## config.mk

```make
export PLATFORM = sky130hd
export DESIGN_NAME = tevc_top
export DESIGN_NICKNAME = d
export VERILOG_FILES = /design/src/rtl/tevc_pkg.sv /design/src/rtl/tevc_ctl_reg.sv /design/src/rtl/tevc_evt_gate.sv /design/src/rtl/tevc_trig.sv /design/src/rtl/tevc_top.sv
export SDC_FILE = /design/constraint.sdc
export NUM_CORES = 1
export LEC_CHECK = 0
export BUFFER_PORTS_ARGS = -buffer_cell sky130_fd_sc_hd__buf_2
export CORE_AREA = 2 2 71 73
export CTS_BUF_LIST = sky130_fd_sc_hd__clkbuf_4 sky130_fd_sc_hd__clkbuf_8 sky130_fd_sc_hd__clkbuf_16
export DETAILED_ROUTE_END_ITERATION = 10
export DIE_AREA = 0 0 73 75
export PLACE_DENSITY = 0.81
export SYNTH_ARGS = -nofsm -noshare
export SYNTH_HDL_FRONTEND = slang
export SYNTH_SLANG_ARGS = --single-unit
```

## constraint.sdc

```tcl
create_clock -name clk -period 1.32 [get_ports clk]
set_input_delay 0.066 -clock clk [delete_from_list [all_inputs] [get_ports clk]]
set_output_delay 0.066 -clock clk [all_outputs]
set_load 0.02 [all_outputs]
```

## src/rtl/tevc_pkg.sv

```systemverilog
`timescale 1ns/1ps
package tevc_pkg;
  localparam int CTL_W    = 64;
  localparam int NUM_EVT  = 4;
  localparam int POS_OE   = 13;
  localparam int POS_LPO  = 12;
  localparam int POS_TRIG = 11;

  // every bit that storage keeps; anything else is reserved
  localparam logic [CTL_W-1:0] STORE_MASK =
    (CTL_W'(1) << POS_OE) | (CTL_W'(1) << POS_LPO) |
    (CTL_W'(1) << POS_TRIG) | CTL_W'((1 << NUM_EVT) - 1);

  typedef struct packed {
    logic               out_en;
    logic               lp_ovr;
    logic               trig_en;
    logic [NUM_EVT-1:0] evt_en;
  } ctl_t;

  // fields visible for a given capability set
  function automatic logic [CTL_W-1:0] visible_mask(input logic has_oe,
                                                    input logic has_lpo,
                                                    input logic has_trig);
    logic [CTL_W-1:0] m;
    m = CTL_W'((1 << NUM_EVT) - 1);
    if (has_oe)   m[POS_OE]   = 1'b1;
    if (has_lpo)  m[POS_LPO]  = 1'b1;
    if (has_trig) m[POS_TRIG] = 1'b1;
    return m;
  endfunction

  function automatic ctl_t decode_ctl(input logic [CTL_W-1:0] w);
    ctl_t c;
    c.out_en  = w[POS_OE];
    c.lp_ovr  = w[POS_LPO];
    c.trig_en = w[POS_TRIG];
    c.evt_en  = w[NUM_EVT-1:0];
    return c;
  endfunction
endpackage

```

## src/rtl/tevc_ctl_reg.sv

```systemverilog
`timescale 1ns/1ps
module tevc_ctl_reg
  import tevc_pkg::*;
(
  input  logic             clk,
  input  logic             rst,
  input  logic             cap_oe_i,
  input  logic             cap_lpo_i,
  input  logic             cap_trig_i,
  input  logic             idle_i,
  input  logic             wr_en_i,
  input  logic [CTL_W-1:0] wr_data_i,
  output logic [CTL_W-1:0] rd_data_o,
  output ctl_t             ctl_o,
  output logic             wr_err_o
);
  logic [CTL_W-1:0] ctl_q;
  logic             wr_accept;
  logic             wr_reject;
  logic             err_q;

  assign wr_accept = wr_en_i &  idle_i;
  assign wr_reject = wr_en_i & ~idle_i;

  always_ff @(posedge clk) begin
    if (rst) begin
      ctl_q <= '0;
      err_q <= 1'b0;
    end else begin
      if (wr_accept) ctl_q <= wr_data_i & STORE_MASK;
      if (wr_reject) err_q <= 1'b1;
    end
  end

  assign rd_data_o = ctl_q & visible_mask(cap_oe_i, cap_lpo_i, cap_trig_i);
  assign ctl_o     = decode_ctl(rd_data_o);
  assign wr_err_o  = err_q;

  AST_BUSY_WRITE_DROPPED: assert property (@(posedge clk) disable iff (rst)
    wr_reject |=> $stable(ctl_q));
  AST_ERR_STICKY: assert property (@(posedge clk) disable iff (rst)
    err_q |=> err_q);
  AST_ERR_CAUSE: assert property (@(posedge clk) disable iff (rst)
    !err_q && !wr_reject |=> !err_q);
endmodule

```

## src/rtl/tevc_evt_gate.sv

```systemverilog
`timescale 1ns/1ps
module tevc_evt_gate #(
  parameter int N = 4
) (
  input  logic         clk,
  input  logic         rst,
  input  logic [N-1:0] evt_i,
  input  logic [N-1:0] en_i,
  output logic [N-1:0] elem_o
);
  for (genvar g = 0; g < N; g++) begin : g_lane
    logic fire;
    logic elem_q;
    assign fire = evt_i[g] & en_i[g];
    always_ff @(posedge clk) begin
      if (rst) elem_q <= 1'b0;
      else     elem_q <= fire;
    end
    assign elem_o[g] = elem_q;

    AST_ELEM_NEEDS_EVENT: assert property (@(posedge clk) disable iff (rst)
      elem_q |-> $past(evt_i[g]));
    AST_ELEM_NEEDS_ENABLE: assert property (@(posedge clk) disable iff (rst)
      elem_q |-> $past(en_i[g]));
  end
endmodule

```

## src/rtl/tevc_trig.sv

```systemverilog
`timescale 1ns/1ps
module tevc_trig #(
  parameter int ID_W   = 7,
  parameter int DATA_W = 32
) (
  input  logic              clk,
  input  logic              rst,
  input  logic              trig_en_i,
  input  logic              evt0_i,
  input  logic [ID_W-1:0]   trace_id_i,
  input  logic              ready_i,
  output logic              valid_o,
  output logic [DATA_W-1:0] data_o
);
  localparam int PAD_W = DATA_W - ID_W;

  function automatic logic [DATA_W-1:0] widen_id(input logic [ID_W-1:0] id);
    return DATA_W'(id);
  endfunction

  logic              pend_q;
  logic [DATA_W-1:0] data_q;
  logic              raise;
  logic              accept;

  assign raise  = trig_en_i & evt0_i & ~pend_q;
  assign accept = pend_q & ready_i;

  always_ff @(posedge clk) begin
    if (rst) begin
      pend_q <= 1'b0;
      data_q <= '0;
    end else if (raise) begin
      pend_q <= 1'b1;
      data_q <= widen_id(trace_id_i);
    end else if (accept) begin
      pend_q <= 1'b0;
    end
  end

  assign valid_o = pend_q;
  assign data_o  = data_q;

  AST_TRIG_HOLD: assert property (@(posedge clk) disable iff (rst)
    pend_q && !ready_i |=> pend_q);
  AST_TRIG_DROP_AFTER_ACCEPT: assert property (@(posedge clk) disable iff (rst)
    accept |=> !pend_q);
  AST_TRIG_DATA_STABLE: assert property (@(posedge clk) disable iff (rst)
    pend_q && !ready_i |=> $stable(data_q));

  if (PAD_W > 0) begin : g_pad
    AST_TRIG_UPPER_ZERO: assert property (@(posedge clk) disable iff (rst)
      data_q[DATA_W-1:ID_W] == '0);
  end else if (PAD_W < 0) begin : g_bad
    initial $error("tevc_trig: DATA_W must be at least ID_W");
  end
endmodule

```

## src/rtl/tevc_top.sv

```systemverilog
`timescale 1ns/1ps
module tevc_top
  import tevc_pkg::*;
#(
  parameter int ID_W   = 7,
  parameter int DATA_W = 32
) (
  input  logic              clk,
  input  logic              rst,
  input  logic              cap_oe_i,
  input  logic              cap_lpo_i,
  input  logic              cap_trig_i,
  input  logic              idle_i,
  input  logic              wr_en_i,
  input  logic [63:0]       wr_data_i,
  output logic [63:0]       rd_data_o,
  output logic              wr_err_o,
  input  logic [3:0]        evt_i,
  output logic [3:0]        elem_o,
  input  logic [ID_W-1:0]   trace_id_i,
  output logic              trig_valid_o,
  input  logic              trig_ready_i,
  output logic [DATA_W-1:0] trig_data_o,
  output logic              out_en_o,
  output logic              lp_override_o
);
  ctl_t ctl;

  tevc_ctl_reg u_ctl (
    .clk       (clk),
    .rst       (rst),
    .cap_oe_i  (cap_oe_i),
    .cap_lpo_i (cap_lpo_i),
    .cap_trig_i(cap_trig_i),
    .idle_i    (idle_i),
    .wr_en_i   (wr_en_i),
    .wr_data_i (wr_data_i),
    .rd_data_o (rd_data_o),
    .ctl_o     (ctl),
    .wr_err_o  (wr_err_o)
  );

  tevc_evt_gate #(.N(NUM_EVT)) u_gate (
    .clk   (clk),
    .rst   (rst),
    .evt_i (evt_i),
    .en_i  (ctl.evt_en),
    .elem_o(elem_o)
  );

  tevc_trig #(.ID_W(ID_W), .DATA_W(DATA_W)) u_trig (
    .clk       (clk),
    .rst       (rst),
    .trig_en_i (ctl.trig_en),
    .evt0_i    (evt_i[0]),
    .trace_id_i(trace_id_i),
    .ready_i   (trig_ready_i),
    .valid_o   (trig_valid_o),
    .data_o    (trig_data_o)
  );

  assign out_en_o      = ctl.out_en;
  assign lp_override_o = ctl.lp_ovr;

  AST_RSVD_READ_ZERO: assert property (@(posedge clk) disable iff (rst)
    rd_data_o[63:14] == '0 && rd_data_o[10:4] == '0);
  AST_TRIG_NEEDS_CAP: assert property (@(posedge clk) disable iff (rst)
    !trig_valid_o && !cap_trig_i |=> !trig_valid_o);
  AST_OE_NEEDS_CAP: assert property (@(posedge clk) disable iff (rst)
    out_en_o |-> cap_oe_i);
endmodule

```

# ---- After elaboration in Yosys (flattened, before gate mapping)
# Cells that the tools add are included.
dict set report word_totals {
  register_bits 20
}
dict set report classes {
  mux 5
  bitwise_logic 12
  n_reduce_logical 1
}
# operator count
set ops {}
lappend ops {{$and A14 B14 Y14} 1}
lappend ops {{$and A1 B1 Y1} 9}
lappend ops {{$mux W1} 5}
lappend ops {{$not A1 Y1} 2}
lappend ops {{$reduce_bool A2 Y1} 1}

# ---- Logic depth before layout (Yosys ltp)
# Gate-level depths: netlist of run 1.
dict set report logic_depth {
  word_depth 5
  ltp_mapped 4
  ltp_nobuf 2
}

# ---- Modules after synthesis
# A second synthesis of run 1 with hierarchy kept.
dict set report unflattened {
  hier_cells 179
  hier_area_um2 1574.0
}
# module instances cells_each area_each_um2
set by_module_without_submodules {}
lappend by_module_without_submodules {tevc_ctl_reg 1 107 877.1}
lappend by_module_without_submodules {tevc_trig 1 60 551.8}
lappend by_module_without_submodules {tevc_evt_gate 1 12 145.1}

# ---- Least setup slack after synthesis of run 1
# Ideal clock, no wire load.
dict set report synth_path {
  kind {register -> register}
  from {reg u_trig.pend_q (netlist: u_trig.valid_o)}
  to {reg u_trig.pend_q (netlist: u_trig.valid_o)}
  setup_ns 0.115
  arrival_ns 0.954
  setup_slack_ns 0.251
  stages_incl_launch_ff 4
  path_buffers 1
  period_less_slack_ns 1.069
  path_cell_list {dfxtp_1 > and4b_1 > buf_6 > o21ba_1}
}
dict set report synth_between {
  elab_chain_len 3
  elab_cells_between_ends 5
  cone_classes {mux: 1; bitwise: 3; reduce/logical: 1}
}
# element line_no
set synth_rtl {}
lappend synth_rtl {{start: declaration} tevc_trig.sv:21} ;# logic pend_q;
lappend synth_rtl {{start signal: assignment} tevc_trig.sv:31} ;# pend_q <= 1'b0;
lappend synth_rtl {{start signal: assignment} tevc_trig.sv:34} ;# pend_q <= 1'b1;
lappend synth_rtl {{start signal: assignment} tevc_trig.sv:37} ;# pend_q <= 1'b0;
lappend synth_rtl {{$not A1 Y1} tevc_trig.sv:26} ;# assign raise = trig_en_i & evt0_i & ~pend_q;
lappend synth_rtl {{$and A1 B1 Y1} tevc_trig.sv:26}
lappend synth_rtl {{$mux W1 / $reduce_bool A2 Y1 (equally long branches)} -}
# Parallel ways exist; a longest one is shown, timed or not.
# A chain may end at the register's enable or synchronous reset.

# ---- Worst setup path after layout of run 1
dict set report layout_path {
  from {reg u_trig.pend_q (netlist: u_trig.valid_o)}
  to {reg u_trig.data_q[4] (netlist: u_trig.data_o[4])}
}
dict set report layout_between {
  elab_chain_len 2
}
# element line_no
set layout_rtl {}
lappend layout_rtl {{$not A1 Y1} tevc_trig.sv:26}
lappend layout_rtl {{$and A1 B1 Y1} tevc_trig.sv:26}
lappend layout_rtl {{end signal: assignment} tevc_trig.sv:35} ;# data_q <= widen_id(trace_id_i);
lappend layout_rtl {{end: declaration} tevc_trig.sv:22} ;# logic [DATA_W-1:0] data_q;
# Every way passes these cells.

==> results of run 1 <==
kinds of logic (layout without fill, tap and decap cells):
group	Yosys count	after routing	synth area share
buffers and inverters	100	53	0.486
and+or+nand+nor	35	35	0.126
DFF	20	20	0.256
AOI/OAI and AO/OA	16	16	0.0841
muxes	7	7	0.0449
other	1	82	0.00240
per-layer routing:
| metal | track usage | vias to the layer above |
|---|---|---|
| li1 | - | 455 |
| met1 | 0.0839 | 411 |
| met2 | 0.123 | 75 |
| met3 | 0.0335 | 2 |
| met4 | 0.0370 | 0 |
| met5 | 0 | - |
stage by stage:
step | std cells | cell area, sq um
global route | 267 | 1480
global placement | 263 | 1420
detailed placement | 263 | 1420
CTS | 267 | 1480
floorplan | 260 | 1870
finish | 267 | 1480
flip-flops by register name, indices dropped and copies added (netlist names):
| signal | count |
|---|---|
| u_ctl.ctl_q | 7 |
| u_trig.data_o | 7 |
| u_gate.g_lane.elem_q | 4 |
| u_ctl.wr_err_o | 1 |
| u_trig.valid_o | 1 |
cells in the final DEF (no fill, tap or decap), drive strengths merged:
| master | n |
|---|---|
| nand2 | 4 |
| nor2 | 4 |
| nand2b | 14 |
| clkbuf | 4 |
| a21bo | 7 |
| nor2b | 1 |
| dfxtp | 20 |
| nand3 | 7 |
| inv | 1 |
| conb | 82 |
| and2 | 3 |
| and4b | 1 |
| a21oi | 8 |
| mux2i | 7 |
| o21ba | 1 |
| or2b | 1 |
| buf | 48 |
power by group:
part	switching, mW	internal (mW)
clock network	0.202	0.265
registers	0.00817	0.620
logic	0.280	0.0681
total	0.490	0.953
synthesized netlist by cell type:
cell,n
or2b_1,1
inv_1,1
and4b_1,1
nand2_1,4
buf_4,94
nand2b_1,14
conb_1,1
and2_1,2
nor2b_1,1
buf_6,4
dfxtp_1,20
nand3_1,7
a21oi_2,3
a21oi_1,5
a21bo_2,4
and2_2,1
nor2_1,4
buf_2,1
o21ba_1,1
mux2i_1,7
a21bo_1,3
final cells by class:
| class | instances | area share |
|---|---|---|
| well taps | 54 | 0.0458 |
| flip-flops and latches | 20 | 0.271 |
| repair buffers | 48 | 0.165 |
| multi-input cells | 140 | 0.478 |
| inverters | 1 | 0.00254 |
| clock buffers | 4 | 0.0373 |
worst paths after layout:
path | end | cells after the start | slack [ns] | from
min | u_gate.g_lane[2].elem_q | 3 | 0.03 | evt_i[2]
max reg2reg | u_trig.data_o[4] | 3 | 0.32 | u_trig.valid_o
max | u_trig.data_o[4] | 3 | 0.32 | u_trig.valid_o
min reg2reg | u_gate.g_lane[0].elem_q | 2 | 0.44 | u_ctl.ctl_q[0]
worst min-delay path, stage by stage:
cell and delay [ns]:
buf_2 0.09, nand2_1 0.05, nor2_1 0.03
==> run_results.csv, run 1 <==
group,metric,value,unit
die,io_pins,187,
worst_setup_path,required,1.51,ns
cts,postCtsSetupBuffers,0,
die,die_w,73,microns
power_and_ir_drop,leakage,0.814,nW
drt,routed-wl-met3,251,microns
cts,clk_pin_slew_worst_paths,0.08,ns
synthesis,synth_cell_types,21,
power_and_ir_drop,power.total,1.44,mW
drt,viasPerCell,3.53,
die,die_area,0.00548,sq mm
place,dpl.hpwl,1760,microns
drt,routed-wl-met2,1060,microns
synthesis,syn_area,0.00156,sq mm
finish,drive_above_1_share,0.282,
cts,htreeDepth,1,
synthesis,synth_warnings,0,
synthesis,yosysSeqAreaShare,0.256,
drt,wl_met1,850,microns
cts,cts-buffers-inserted,3,
worst_setup_path,critical_path.max_fanout,8,
power_and_ir_drop,peakVddDrop,0.000382,V
power_and_ir_drop,pwr_density_cell,978,mW/mm^2
drt,postRouteAntennaNets,0,
cts,cts-root-buf,"clkbuf_8",
sta,setup_viol,0,
place,dp_slack,0.316,ns
global_routing,grt_usage,0.0754,
cts,ctsHoldBuffers,0,
synthesis,ys_ff_latch,20,
cts,clock-sinks,20,
sta,rsz0062_at_grt,"false",
synthesis,synthCells,179,
synthesis,yosys-top-cells-area,"buf_4 (45%), dfxtp_1 (26%), nand2b_1 (5.6%)",
global_routing,grt_antenna_before_repair,0,
finish,syn_to_final_growth,-5.53,%
worst_setup_path,cpLargestDelayFamily,"flip-flops",
drt,vias,943,
cts,clockBufferDepth,2,
worst_setup_path,crit_path_cell_trace,"and4b_1, buf_4, mux2i_1",
place,gp_congestion,0.643,
synthesis,yosys.area.top_type,"buf_4",
sta,finalHoldViolations,0,
drt,firstDrtPassIters,3,
finish,nNetsFinal,297,
die,die_y,75,microns
finish,diodes,0,
place,port_buffers,47,
worst_setup_path,cp-start-kind,"register",
finish,multiInputGateArea,706,sq um
drt,finalWirelength,2180,microns
worst_setup_path,cp-end-kind,"register",
die,rows,25,
worst_setup_path,crit_path_top_delay_cell,"dfxtp_1",
finish,fin_util,0.317,
die,core-area,0.00466,sq mm
cts,cts_tree,"yes",
sta,max_freq,1000,MHz
job,cap_violations,0,
drt,route.top_layer_used,"met4",
sta,hold_ws,0.0271,ns
worst_setup_path,slowest_delay,0.32,ns
synthesis,yosysTopAreaCellShare,0.452,
sta,fin_ws,0.323,ns
sta,finalCriticalPeriod,0.997,ns
global_routing,grt_pass1_vias,643,
worst_setup_path,arrival,1.18,ns
die,start_util,0.335,
sta,fin_crit_sh,0.756,
worst_setup_path,cp_num_buf_inv,1,
drt,post_drt_wl_per_cell,8.16,microns
drt,drt_iter0_drc,8,
cts,cts-resized-gates,0,
synthesis,synth.avg_cell_area,8.72,sq um
global_routing,grt_pass1_wl,2990,microns
finish,nFillCells,521,
sta,skew,0.00384,ns
sta,tns,0,ns
cts,clkLatencyLatePin,0.25,ns
worst_setup_path,setup.worst_path.class,"register to register",
sta,finalMaxSlewViolations,0,
min_path,hp-class,"input pin to register",
drt,drc,0,
global_routing,grt_max_degree,28,
run_status,status,"complete, no violations",
global_routing,grt_overflow,0,
finish,regArea,400,sq um
No activity file was read; power rests on OpenSTA's default activity.
==> run 2, diff against run 1 <==
- CORE_AREA: 2 2 71 73 -> 2 2 72 74
- DIE_AREA: 0 0 73 75 -> 0 0 74 76
- PLACE_DENSITY: 0.81 -> 0.79
- clock period: 1.32 -> 0.92 ns (I/O delays scaled with it)
==> run_results.csv, run 2 (same netlist as run 1, synthesis figures left out) <==
group,metric,value,unit
drt,firstDrtPassIters,2,
finish,final_cells,285,
sta,setup_viol,8,
min_path,holdPathStages,3,
sta,finalHoldViolations,0,
worst_setup_path,crit_path_cell_trace,"and4b_1, buf_12, mux2i_1",
worst_setup_path,required,1.11,ns
finish,drive_above_1_share,0.316,
die,die_area,0.00562,sq mm
global_routing,grt_pass1_vias,650,
sta,fin_ws,-0.102,ns
worst_setup_path,reg2reg_depth,3,
power_and_ir_drop,power.total,2.30,mW
global_routing,grt_max_degree,17,
finish,fin_util,0.324,
sta,tns,-0.653,ns
sta,hold_ws,0.0135,ns
place,dpl.hpwl,1820,microns
place,postPlaceCellArea,0.00147,sq mm
drt,viasPerCell,3.29,
cts,cts-root-buf,"clkbuf_8",
place,dp_slack,-0.112,ns
cts,clk_pin_slew_worst_paths,0.08,ns
worst_setup_path,arrival,1.21,ns
worst_setup_path,cp-end-kind,"register",
power_and_ir_drop,peakVddDrop,0.000559,V
drt,vias,939,
finish,syn_to_final_growth,1.84,%
cts,cts-buffers-inserted,3,
finish,finalInstanceArea,0.00159,sq mm
cts,ctsHoldBuffers,0,
sta,skew,0.00788,ns
die,io_pins,187,
finish,nNetsFinal,299,
power_and_ir_drop,pwr_density_cell,1440,mW/mm^2
finish,diodes,0,
finish,final_cell_mix,"conb_1 (82), buf_2 (41), dfxtp_1 (16), nand2b_1 (14)",
sta,max_freq,979,MHz
global_routing,grt_usage,0.0719,
run_status,status,"finished with violations",
drt,postRouteAntennaNets,0,
sta,fin_crit_sh,1.11,
drt,drc,0,
worst_setup_path,reg2reg_slack,-0.10,ns
sta,finalCriticalPeriod,1.02,ns
cts,cts_tree,"yes",
sta,rsz0062_at_grt,"true",
finish,mostFrequentLayoutCell,"conb_1",
run_status,failed_checks,"setup timing",
place,port_buffers,47,
cts,clock-sinks,20,
die,rows,26,
min_path,hp-class,"input pin to register",
place,gp_congestion,0.607,
cts,htreeDepth,1,
global_routing,grt_pass1_wl,3060,microns
job,cap_violations,0,
sta,finalMaxSlewViolations,0,
cts,clkLatencyLatePin,0.26,ns
worst_setup_path,setup.worst_path.class,"register to register",
worst_setup_path,critical_path.max_fanout,8,
die,die_w,74,microns
worst_setup_path,slowest_delay,0.34,ns
die,core-area,0.00491,sq mm
global_routing,grt_antenna_before_repair,0,
place,dp_cells,281,
worst_setup_path,cp-start-kind,"register",
worst_setup_path,crit_path_top_delay_cell,"dfxtp_4",
drt,finalWirelength,2310,microns
drt,post_drt_wl_per_cell,8.11,microns
global_routing,grt_overflow,0,
cts,clockBufferDepth,2,
die,die_y,76,microns
drt,drt_iter0_drc,7,
die,start_util,0.318,
power_and_ir_drop,leakage,0.843,nW
-- run 2: cell count changes in the layout (fill, tap and decap cells not counted), sizes merged --
cell and delta:
bufinv +1, clkbuf -1, buf +2
-- run 2: what timing repair did --
action / CTS / global route
buffers inserted: 0 / 0
pin swaps: 1 / 0
endpoints found under the setup margin: 14 / 14
gates resized for setup: 13 / 5
endpoints found under the hold margin: 0 / 0
-- run 2: critical path: cells and delay by family, from the launching register on --
family,cells,cell delay (ns)
flops,1,0.34
simple gates,1,0.29
mux,1,0.19
buf+inv,1,0.14
-- run 2: area by class of cell --
| class | instances | area (sq um) |
|---|---|---|
| multi-input combinational | 140 | 712 |
| tap | 70 | 87.6 |
| fill | 527 | 3320 |
| inverter | 1 | 3.75 |
| clock buffer | 3 | 41.3 |
| timing repair buffer | 50 | 308 |
| sequential | 20 | 408 |
| clock inverter | 1 | 30.0 |
-- run 2: path summary, 6_finish.rpt --
path                   from                 endpoint
min                evt_i[3]  u_gate.g_lane[3].elem_q
min reg2reg  u_ctl.ctl_q[1]  u_gate.g_lane[1].elem_q
max reg2reg  u_trig.valid_o         u_trig.data_o[4]
max          u_trig.valid_o         u_trig.data_o[4]
-- run 2: metal layers --
layer	wire length (microns)	global-route usage
met5	0	0
met4	14	0.0218
met3	264	0.0291
met2	1120	0.113
met1	915	0.0888
-- run 2: report_power, final --
group	total [mW]	internal [mW]	switching, mW
registers	0.899	0.888	0.0118
clock network	0.876	0.580	0.295
logic	0.523	0.113	0.410
total	2.30	1.58	0.717
==> run 3, diff against run 2 <==
- ABC_AREA: default -> 1
- CTS_CLUSTER_DIAMETER: default -> 120
- PLACE_DENSITY: 0.79 -> 0.77
==> run_results.csv, run 3 <==
group,metric,value,unit
run_status,status,"finished with violations",
run_status,failed_checks,"setup timing",
worst_setup_path,required,0.87,ns
drt,viasPerCell,3.19,
min_path,holdPathStages,3,
drt,postRouteAntennaNets,0,
place,dpl.hpwl,1810,microns
worst_setup_path,r2r-start,"u_ctl.ctl_q[11]",
sta,max_freq,1070,MHz
global_routing,grt_pass1_wl,2870,microns
cts,clkLatencyLatePin,0.25,ns
sta,rsz0062_at_grt,"true",
synthesis,yosys_most_used_dff,"dfxtp_1",
min_path,min_to,"u_gate.g_lane[1].elem_q",
cts,htreeDepth,1,
synthesis,synth_cell_types,17,
synthesis,ys_async_sr_fraction,0,
cts,clock-sinks,20,
worst_setup_path,reg2reg_depth,6,
die,core-area,0.00491,sq mm
drt,drc,0,
worst_setup_path,critical_path.max_fanout,3,
global_routing,grt_pass1_vias,646,
finish,mostFrequentLayoutCell,"conb_1",
synthesis,syn_area,0.00148,sq mm
die,die_y,76,microns
sta,fin_ws,-0.0186,ns
global_routing,grt_antenna_before_repair,0,
sta,finalMaxSlewViolations,0,
power_and_ir_drop,pwr_density_cell,1530,mW/mm^2
worst_setup_path,cp-start-kind,"register",
synthesis,synthTopCellsByCount,"buf_4 (93), nor2_1 (33), dfxtp_1 (20), inv_1 (13), nand2_1 (12)",
synthesis,synthCells,198,
worst_setup_path,reg2reg_slack,0,ns
synthesis,yosys.area.top_type,"buf_4",
synthesis,synth_warnings,0,
power_and_ir_drop,power.net_switching,0.765,mW
synthesis,synth_edf_count,0,
sta,finalHoldViolations,0,
sta,hold_ws,0.0196,ns
worst_setup_path,cp-end-kind,"output port",
finish,syn_to_final_growth,4.73,%
synthesis,synth.avg_cell_area,7.48,sq um
die,start_util,0.302,
job,cap_violations,0,
drt,post_drt_wl_per_cell,7.42,microns
place,gp_congestion,0.692,
power_and_ir_drop,combPwrFrac,0.248,
place,dp_cells,302,
drt,firstDrtPassIters,2,
finish,nNetsFinal,323,
power_and_ir_drop,leakage,0.921,nW
power_and_ir_drop,peakVddDrop,0.000472,V
drt,finalWirelength,2290,microns
power_and_ir_drop,power.internal,1.61,mW
die,io_pins,187,
place,port_buffers,47,
synthesis,ys_ff_latch,20,
synthesis,yosysTopAreaCellShare,0.471,
cts,cts-buffers-inserted,3,
drt,vias,985,
synthesis,yosys-top-cells-area,"buf_4 (47%), dfxtp_1 (27%), nor2_1 (8.4%)",
die,die_w,74,microns
synthesis,yosysSeqAreaShare,0.270,
power_and_ir_drop,p_sw_frac,0.323,
cts,cts-root-buf,"clkbuf_8",
finish,final_cell_mix,"conb_1 (82), buf_2 (42), nor2_1 (33), dfxtp_1 (17), inv_1 (12)",
worst_setup_path,worstReg2RegEnd,"u_trig.data_o[6]",
min_path,hp-class,"input pin to register",
power_and_ir_drop,seq_power_share,0.390,
finish,final_cells,309,
finish,drive_above_1_share,0.293,
sta,fin_crit_sh,1.02,
worst_setup_path,arrival,0.89,ns
synthesis,synth.most_common_cell,"buf_4",
die,rows,26,
power_and_ir_drop,pwr-share-clk,0.362,
global_routing,grt_max_degree,15,
drt,drt_iter0_drc,26,
worst_setup_path,setup.worst_path.class,"register to output port",
cts,cts_tree,"yes",
die,die_area,0.00562,sq mm
cts,clk_pin_slew_worst_paths,0.07,ns
global_routing,grt_overflow,0,
min_path,min_from,"evt_i[1]",
finish,diodes,0,
sta,skew,0.000958,ns
sta,finalCriticalPeriod,0.939,ns
cts,clockBufferDepth,2,
global_routing,grt_usage,0.0649,
sta,setup_viol,2,
run 3: routing by layer:
metal / up-vias / part of all wire / GRT usage / wire length (microns)
li1: 500 / - / - / -
met1: 421 / 0.36 / 0.0698 / 819
met2: 62 / 0.53 / 0.113 / 1220
met3: 2 / 0.10 / 0.00926 / 230
met4: 0 / 0.012 / 0.0436 / 27
met5: - / 0 / 0 / 0
run 3: power groups by stage:
stage / sequential, mW / clock [mW] / combinational (mW)
after floorplan: 0.957 / 0 / 0.726
after global placement: 0.943 / 0 / 0.553
after detailed placement: 0.945 / 0 / 0.553
after CTS: 0.926 / 0.898 / 0.569
after global routing: 0.931 / 0.930 / 0.636
final: 0.926 / 0.858 / 0.589
run 3: final cells by class:
class | count | area (sq um)
Clock inverter | 1 | 30.0
Clock buffer | 3 | 41.3
Multi-Input combinational cell | 149 | 638
Sequential cell | 20 | 404
Timing Repair Buffer | 50 | 288
Tap cell | 70 | 87.6
Fill cell | 540 | 3360
Inverter | 16 | 62.6
run 3: logic make-up (layout without fill, tap and decap cells):
group | count (synthesis) | count (layout) | synth area share
simple gates | 58 | 58 | 0.175
compound gates | 9 | 9 | 0.0329
flops | 20 | 20 | 0.270
buf+inv | 110 | 70 | 0.519
other cells | 1 | 82 | 0.00253
run 3: critical path, cell delays in order (launching register included):
cell and delay (ns):
dfxtp_2 0.36, nand2_4 0.08, inv_4 0.08, buf_6 0.12
run 3: worst max-delay path by stage:
stage                                  end            start  slack (ns)
after floorplan           u_trig.data_o[0]   u_trig.valid_o        0.08
after global placement    u_trig.data_o[4]  u_ctl.ctl_q[11]       0.006
after detailed placement  u_trig.data_o[4]  u_ctl.ctl_q[11]       0.008
after CTS                    rd_data_o[11]  u_ctl.ctl_q[11]       -0.03
after global routing         rd_data_o[11]  u_ctl.ctl_q[11]       -0.07
final                        rd_data_o[11]  u_ctl.ctl_q[11]       -0.02
run 3: timing repair:
| item | in CTS | in global routing |
|---|---|---|
| setup endpoints to repair | 7 | 12 |
| gates resized for setup | 8 | 10 |
| endpoints found under the hold margin | 1 | 0 |
| setup buffers | 2 | 0 |
| pin swaps | 1 | 1 |
| gates cloned | 0 | 0 |
| hold buffers | 1 | 0 |
run 3: per-stage QoR:
stage               setup slack, ns  total power, mW  TNS [ns]  utilization  instance area [sq um]
detailed placement          0.00838             1.50         0        0.285                   1400
global route                -0.0684             2.50    -0.450        0.316                   1550
finish                      -0.0186             2.37   -0.0199        0.316                   1550
floorplan                    0.0818             1.68         0            -                   1790
CTS                         -0.0279             2.39   -0.0543        0.309                   1520
global placement            0.00600             1.50         0        0.285                   1400
